<file path="src/rtl/stat_overlay_pkg.sv">
package stat_overlay_pkg;
  typedef logic [7:0] ctrl_t;
  localparam ctrl_t CTRL_KEEP  = 8'h7C;
  localparam ctrl_t SEL_MASK   = 8'h37;
  localparam ctrl_t SEL_HIT_LO = 8'h20;
  localparam ctrl_t SEL_HIT_HI = 8'h30;
  localparam int    SEL_SHIFT  = 16;
  localparam int    OFF_LSB    = 2;
  localparam int    OFF_W      = 5;
endpackage

</file>
<file path="src/rtl/stat_overlay_decode.sv">
module stat_overlay_decode
  import stat_overlay_pkg::*;
(
  input  logic [7:0]       sel_field,
  input  logic [OFF_W-1:0] off_field,
  output logic             hit
);
  ctrl_t masked;
  always_comb begin
    masked = sel_field & SEL_MASK;
    hit    = ((masked == SEL_HIT_LO) || (masked == SEL_HIT_HI)) && (off_field == '0);
  end
endmodule

</file>
<file path="src/rtl/stat_overlay_blank.sv">
module stat_overlay_blank #(
  parameter int LINE_W = 10
) (
  input  logic [LINE_W-1:0] line,
  input  logic [LINE_W-1:0] first_line,
  input  logic [LINE_W-1:0] last_line,
  output logic              blank
);
  always_comb blank = (line <= first_line) || (line >= last_line);
endmodule

</file>
<file path="src/rtl/stat_overlay_ctrl.sv">
module stat_overlay_ctrl
  import stat_overlay_pkg::*;
(
  input  logic  clk,
  input  logic  rst_n,
  input  logic  we,
  input  ctrl_t din,
  output ctrl_t q
);
  always_ff @(posedge clk or negedge rst_n) begin
    if (!rst_n)  q <= '0;
    else if (we) q <= din & CTRL_KEEP;
  end


  ctrl_bits_chk: assert property (@(posedge clk) disable iff (!rst_n)
    (q & ~CTRL_KEEP) == '0);
endmodule

</file>
<file path="src/rtl/stat_overlay.sv">
module stat_overlay
  import stat_overlay_pkg::*;
#(
  parameter int ADDR_W = 32,
  parameter int DATA_W = 32,
  parameter int LINE_W = 10,
  parameter int LOCK_W = 8
) (
  input  logic              clk,
  input  logic              rst_n,
  input  logic              req_valid,
  output logic              req_ready,
  input  logic              req_write,
  input  logic [ADDR_W-1:0] req_addr,
  input  logic [DATA_W-1:0] req_wdata,
  input  logic [DATA_W/8-1:0] req_be,
  output logic [DATA_W-1:0] req_rdata,
  output logic              dn_valid,
  input  logic              dn_ready,
  output logic              dn_write,
  output logic [ADDR_W-1:0] dn_addr,
  output logic [DATA_W-1:0] dn_wdata,
  output logic [DATA_W/8-1:0] dn_be,
  input  logic [DATA_W-1:0] dn_rdata,
  input  logic [LINE_W-1:0] raster_line,
  input  logic [LINE_W-1:0] disp_start,
  input  logic [LINE_W-1:0] disp_end,
  input  logic [LOCK_W-1:0] wr_lock
);
  localparam int UPPER_W = DATA_W - 8;

  logic  hit, blank, wr_drop, ovl_we;
  ctrl_t ctrl_q;
  logic [DATA_W-1:0] ovl_word;

  stat_overlay_decode u_dec (
    .sel_field (req_addr[SEL_SHIFT +: 8]),
    .off_field (req_addr[OFF_LSB +: OFF_W]),
    .hit       (hit)
  );

  stat_overlay_blank #(.LINE_W(LINE_W)) u_blank (
    .line       (raster_line),
    .first_line (disp_start),
    .last_line  (disp_end),
    .blank      (blank)
  );

  stat_overlay_ctrl u_ctrl (
    .clk   (clk),
    .rst_n (rst_n),
    .we    (ovl_we),
    .din   (req_wdata[7:0]),
    .q     (ctrl_q)
  );

  always_comb begin
    wr_drop   = req_write && (wr_lock != '0);
    ovl_we    = req_valid && hit && req_write && !wr_drop;
    dn_valid  = req_valid && !hit && !wr_drop;
    req_ready = (hit || wr_drop) ? 1'b1 : dn_ready;
    ovl_word  = {{UPPER_W{1'b0}}, blank, ctrl_q[6:2], 2'b11};
    req_rdata = hit ? ovl_word : dn_rdata;
    dn_write  = req_write;
    dn_addr   = req_addr;
    dn_wdata  = req_wdata;
    dn_be     = req_be;
  end


  hit_not_fwd_chk: assert property (@(posedge clk) disable iff (!rst_n)
    (req_valid && hit) |-> !dn_valid);

  lock_no_fwd_chk: assert property (@(posedge clk) disable iff (!rst_n)
    (req_valid && req_write && wr_lock != '0) |-> (!dn_valid && req_ready));

  lock_hold_chk: assert property (@(posedge clk) disable iff (!rst_n)
    (req_valid && req_write && wr_lock != '0) |=> $stable(ctrl_q));

  hit_accept_chk: assert property (@(posedge clk) disable iff (!rst_n)
    (req_valid && hit) |-> req_ready);

  fixed_bits_chk: assert property (@(posedge clk) disable iff (!rst_n)
    (req_valid && hit && !req_write) |-> (req_rdata[1:0] == 2'b11));

  idle_hold_chk: assert property (@(posedge clk) disable iff (!rst_n)
    !req_valid |=> $stable(ctrl_q));

  idle_no_fwd_chk: assert property (@(posedge clk) disable iff (!rst_n)
    !req_valid |-> !dn_valid);
endmodule

</file>
<file path="config.mk">
export PLATFORM = sky130hd
export DESIGN_NAME = stat_overlay
export DESIGN_NICKNAME = d
export VERILOG_FILES = /design/src/rtl/stat_overlay_pkg.sv /design/src/rtl/stat_overlay_decode.sv /design/src/rtl/stat_overlay_blank.sv /design/src/rtl/stat_overlay_ctrl.sv /design/src/rtl/stat_overlay.sv
export SDC_FILE = /design/constraint.sdc
export NUM_CORES = 1
export LEC_CHECK = 0
export BUFFER_PORTS_ARGS = -buffer_cell sky130_fd_sc_hd__buf_4
export CORE_AREA = 2 2 96 98
export CTS_CLUSTER_DIAMETER = 100
export DETAILED_ROUTE_END_ITERATION = 10
export DIE_AREA = 0 0 98 100
export PLACE_DENSITY = 0.65
export SYNTH_ARGS = -nofsm -noshare
export SYNTH_HDL_FRONTEND = slang
export SYNTH_HIERARCHICAL = 1
export SYNTH_SLANG_ARGS = --single-unit
</file>
<file path="constraint.sdc">
create_clock -name clk -period 2.6 [get_ports clk]
set_input_delay 0.52 -clock clk [delete_from_list [all_inputs] [get_ports clk]]
set_output_delay 0.52 -clock clk [all_outputs]
set_load 0.01 [all_outputs]
</file>
==> flow_summary.yaml <==
route:
  drt_iter0_drc: 21
  drt_pre_antenna_iters: 3
  num_vias: 1471
  final_antenna_net_count: 0
  via_per_inst: 3.92
  wirelength_um: 4490
  wl_per_cell_um: 12.0
  drc_errors: 0
floorplan:
  die_w_um: 98
  rows: 35
  die_h_um: 100
  top_level_ports: 246
  fp.dieArea_um2: 9800
  core_area_um2: 8890
  start_util_pct: 17.1
worst_hold_path:
  hp-class: "input pin to asynchronous set/reset pin"
synth:
  syn-instance-count: 192
  avgSynthCellArea_um2: 7.92
  syn_nets: 355
  synth_area_um2: 1520
  yosysWarnings: 6
place:
  gp_congestion: 0.692
  dpl.hpwl_um: 4020
  io_buffers: 137
sta:
  fin_crit_sh_pct: 102
  whs_ps: 96.3
  skew_ps: 0
  setup_viol: 1
  fin_tns_setup_ps: -42.7
  slew_viol_final: 0
  hold_viol: 0
  rsz0062_at_grt: "true"
  worst_slack_ps: -42.7
  relSlewSlack_pct: 71.2
  worstMarginPinSlew_ps: 430
  fmax_mhz: 378
  min_period_ps: 2640
grt:
  antenna_found_initial: 0
  grt_overflow: 0
  grt_max_degree: 27
  grt_pass1_vias: 1370
  grt_util_all_layers_pct: 7.96
  grt_pass1_wl_um: 6270
critical_path:
  timing_worst_setup_path_type: "input pin to primary output"
  path_max_fanout: 2
  required_ps: 2080
  start_kind: "input pin"
  crit_arrival_ps: 2120
  cp-end-kind: "primary output"
clock_tree:
  cts_tree: "built"
  cts_num_sinks: 5
  clk_path_buf_depth: 2
  clk_pin_slew_ps: 40
  insertion_delay_ps: 220
  cts_htree_levels: 1
  cts_made_buffers: 3
  cts_root_buf: "clkbuf_8"
power_and_ir_drop:
  ir_drop_uv: 94.5
  power_density_nw_per_um2: 225
  intPower_mw: 0.373
  netSwitchingPower_mw: 0.148
  seq_power_share_pct: 15.0
  combPwrFrac_pct: 57.9
  leakage_nw: 1.26
  clkPwrFrac_pct: 27.1
  p_sw_share_pct: 28.4
layout:
  antenna_cells: 0
  drive_gt1_share_pct: 63.6
  multiInputGateArea_um2: 847
  area_delta_synth_final_pct: 52.2
  regMostFlops: "u_ctrl/q"
  seq_area_um2: 125
  nets: 428
  fill_cells: 975
  largest_register_ffs: 5
  top_regs: "u_ctrl/q: 5 flops"
status:
  violations: "negative setup slack"
  outcome: "finished, violations left"
job:
  maxCapViolCount: 0
-- final timing paths --
kind,end,slack [ps],start,cells past startpoint
worst max-delay path,req_rdata[7],-40,disp_end[7],9
worst min-delay path,u_ctrl/q[4]$_DFFE_PN0P_,100,rst_n,1
worst max register to register,u_ctrl/q[4]$_DFFE_PN0P_,1850,u_ctrl/q[4]$_DFFE_PN0P_,1
worst min register to register,u_ctrl/q[6]$_DFFE_PN0P_,500,u_ctrl/q[6]$_DFFE_PN0P_,1
max in group asynchronous,u_ctrl/q[3]$_DFFE_PN0P_,2390,rst_n,1
min in group clk,u_ctrl/q[6]$_DFFE_PN0P_,500,u_ctrl/q[6]$_DFFE_PN0P_,1
-- through the flow --
step	area (um2)	power, mW	instances	util (%)	worst slack [ps]
3_5_place_dp	2200	0.370	371	24.7	-231
6_report	2320	0.521	375	26.1	-42.7
3_3_place_gp	2200	0.365	371	24.7	-214
5_1_grt	2320	0.567	375	26.1	-95.9
4_1_cts	2300	0.525	375	25.8	-57.1
2_1_floorplan	1520	0.281	192	-	82.7
-- routing by layer --
layer / routed length, um / GRT usage [%] / vias up
met1: 1560 / 7.89 / 656
met2: 2340 / 15.3 / 100
met3: 542 / 3.27 / 12
li1: - / - / 703
met4: 46 / 2.14 / 0
met5: 0 / 0 / -
-- placed cells by master, fill, tap and decap left out --
master and instances:
buf_4 137, nor2b_1 24, inv_1 18, ha_1 16, mux2_2 10, dfrtp_1 5, nor2_1 4, a21oi_1 4
a21o_1 4, ha_4 4, clkbuf_8 3, buf_6 3, or2_2 2, nor4_2 2, a21boi_1 2, nand2_1 2
nand3_1 2, nand2b_1 2, nand4_1 2, and4_1 2, a221o_1 2, mux2_4 1, nor3b_1 1, or3_1 1
clkbuf_1 1, buf_12 1, inv_4 1, inv_2 1, o31ai_1 1, and4_2 1, a211o_1 1, o21a_1 1
a21oi_2 1, o21ai_2 1, nor4_1 1
-- worst max-delay path, stage by stage --
cell,delay [ps]
buf_6,100
inv_4,40
ha_4,190
a21o_1,160
a21o_1,150
a221o_1,300
a221o_1,270
mux2_4,270
buf_6,120
-- power by group through the flow --
stage          logic, mW  registers [mW]  clock network [mW]
6_report           0.302          0.0783               0.141
3_3_place_gp       0.286          0.0792                   0
2_1_floorplan      0.201          0.0793                   0
5_1_grt            0.330          0.0782               0.158
3_5_place_dp       0.290          0.0792                   0
4_1_cts            0.301          0.0783               0.145
-- timing repair --
action                                  4_1_cts  5_1_grt
hold buffers                                  0        0
gates resized for setup                      11        4
pin swaps                                     6        3
endpoints found under the setup margin        1        1
setup buffers                                 0        0
-- layout make-up --
type	instances	share of cell area [%]
Multi-Input combinational cell	94	36.6
Tap cell	111	6.00
Clock buffer	4	1.94
Timing Repair Buffer	141	46.7
Inverter	20	3.35
Sequential cell	5	5.40
(Power assumes the default switching activity.)
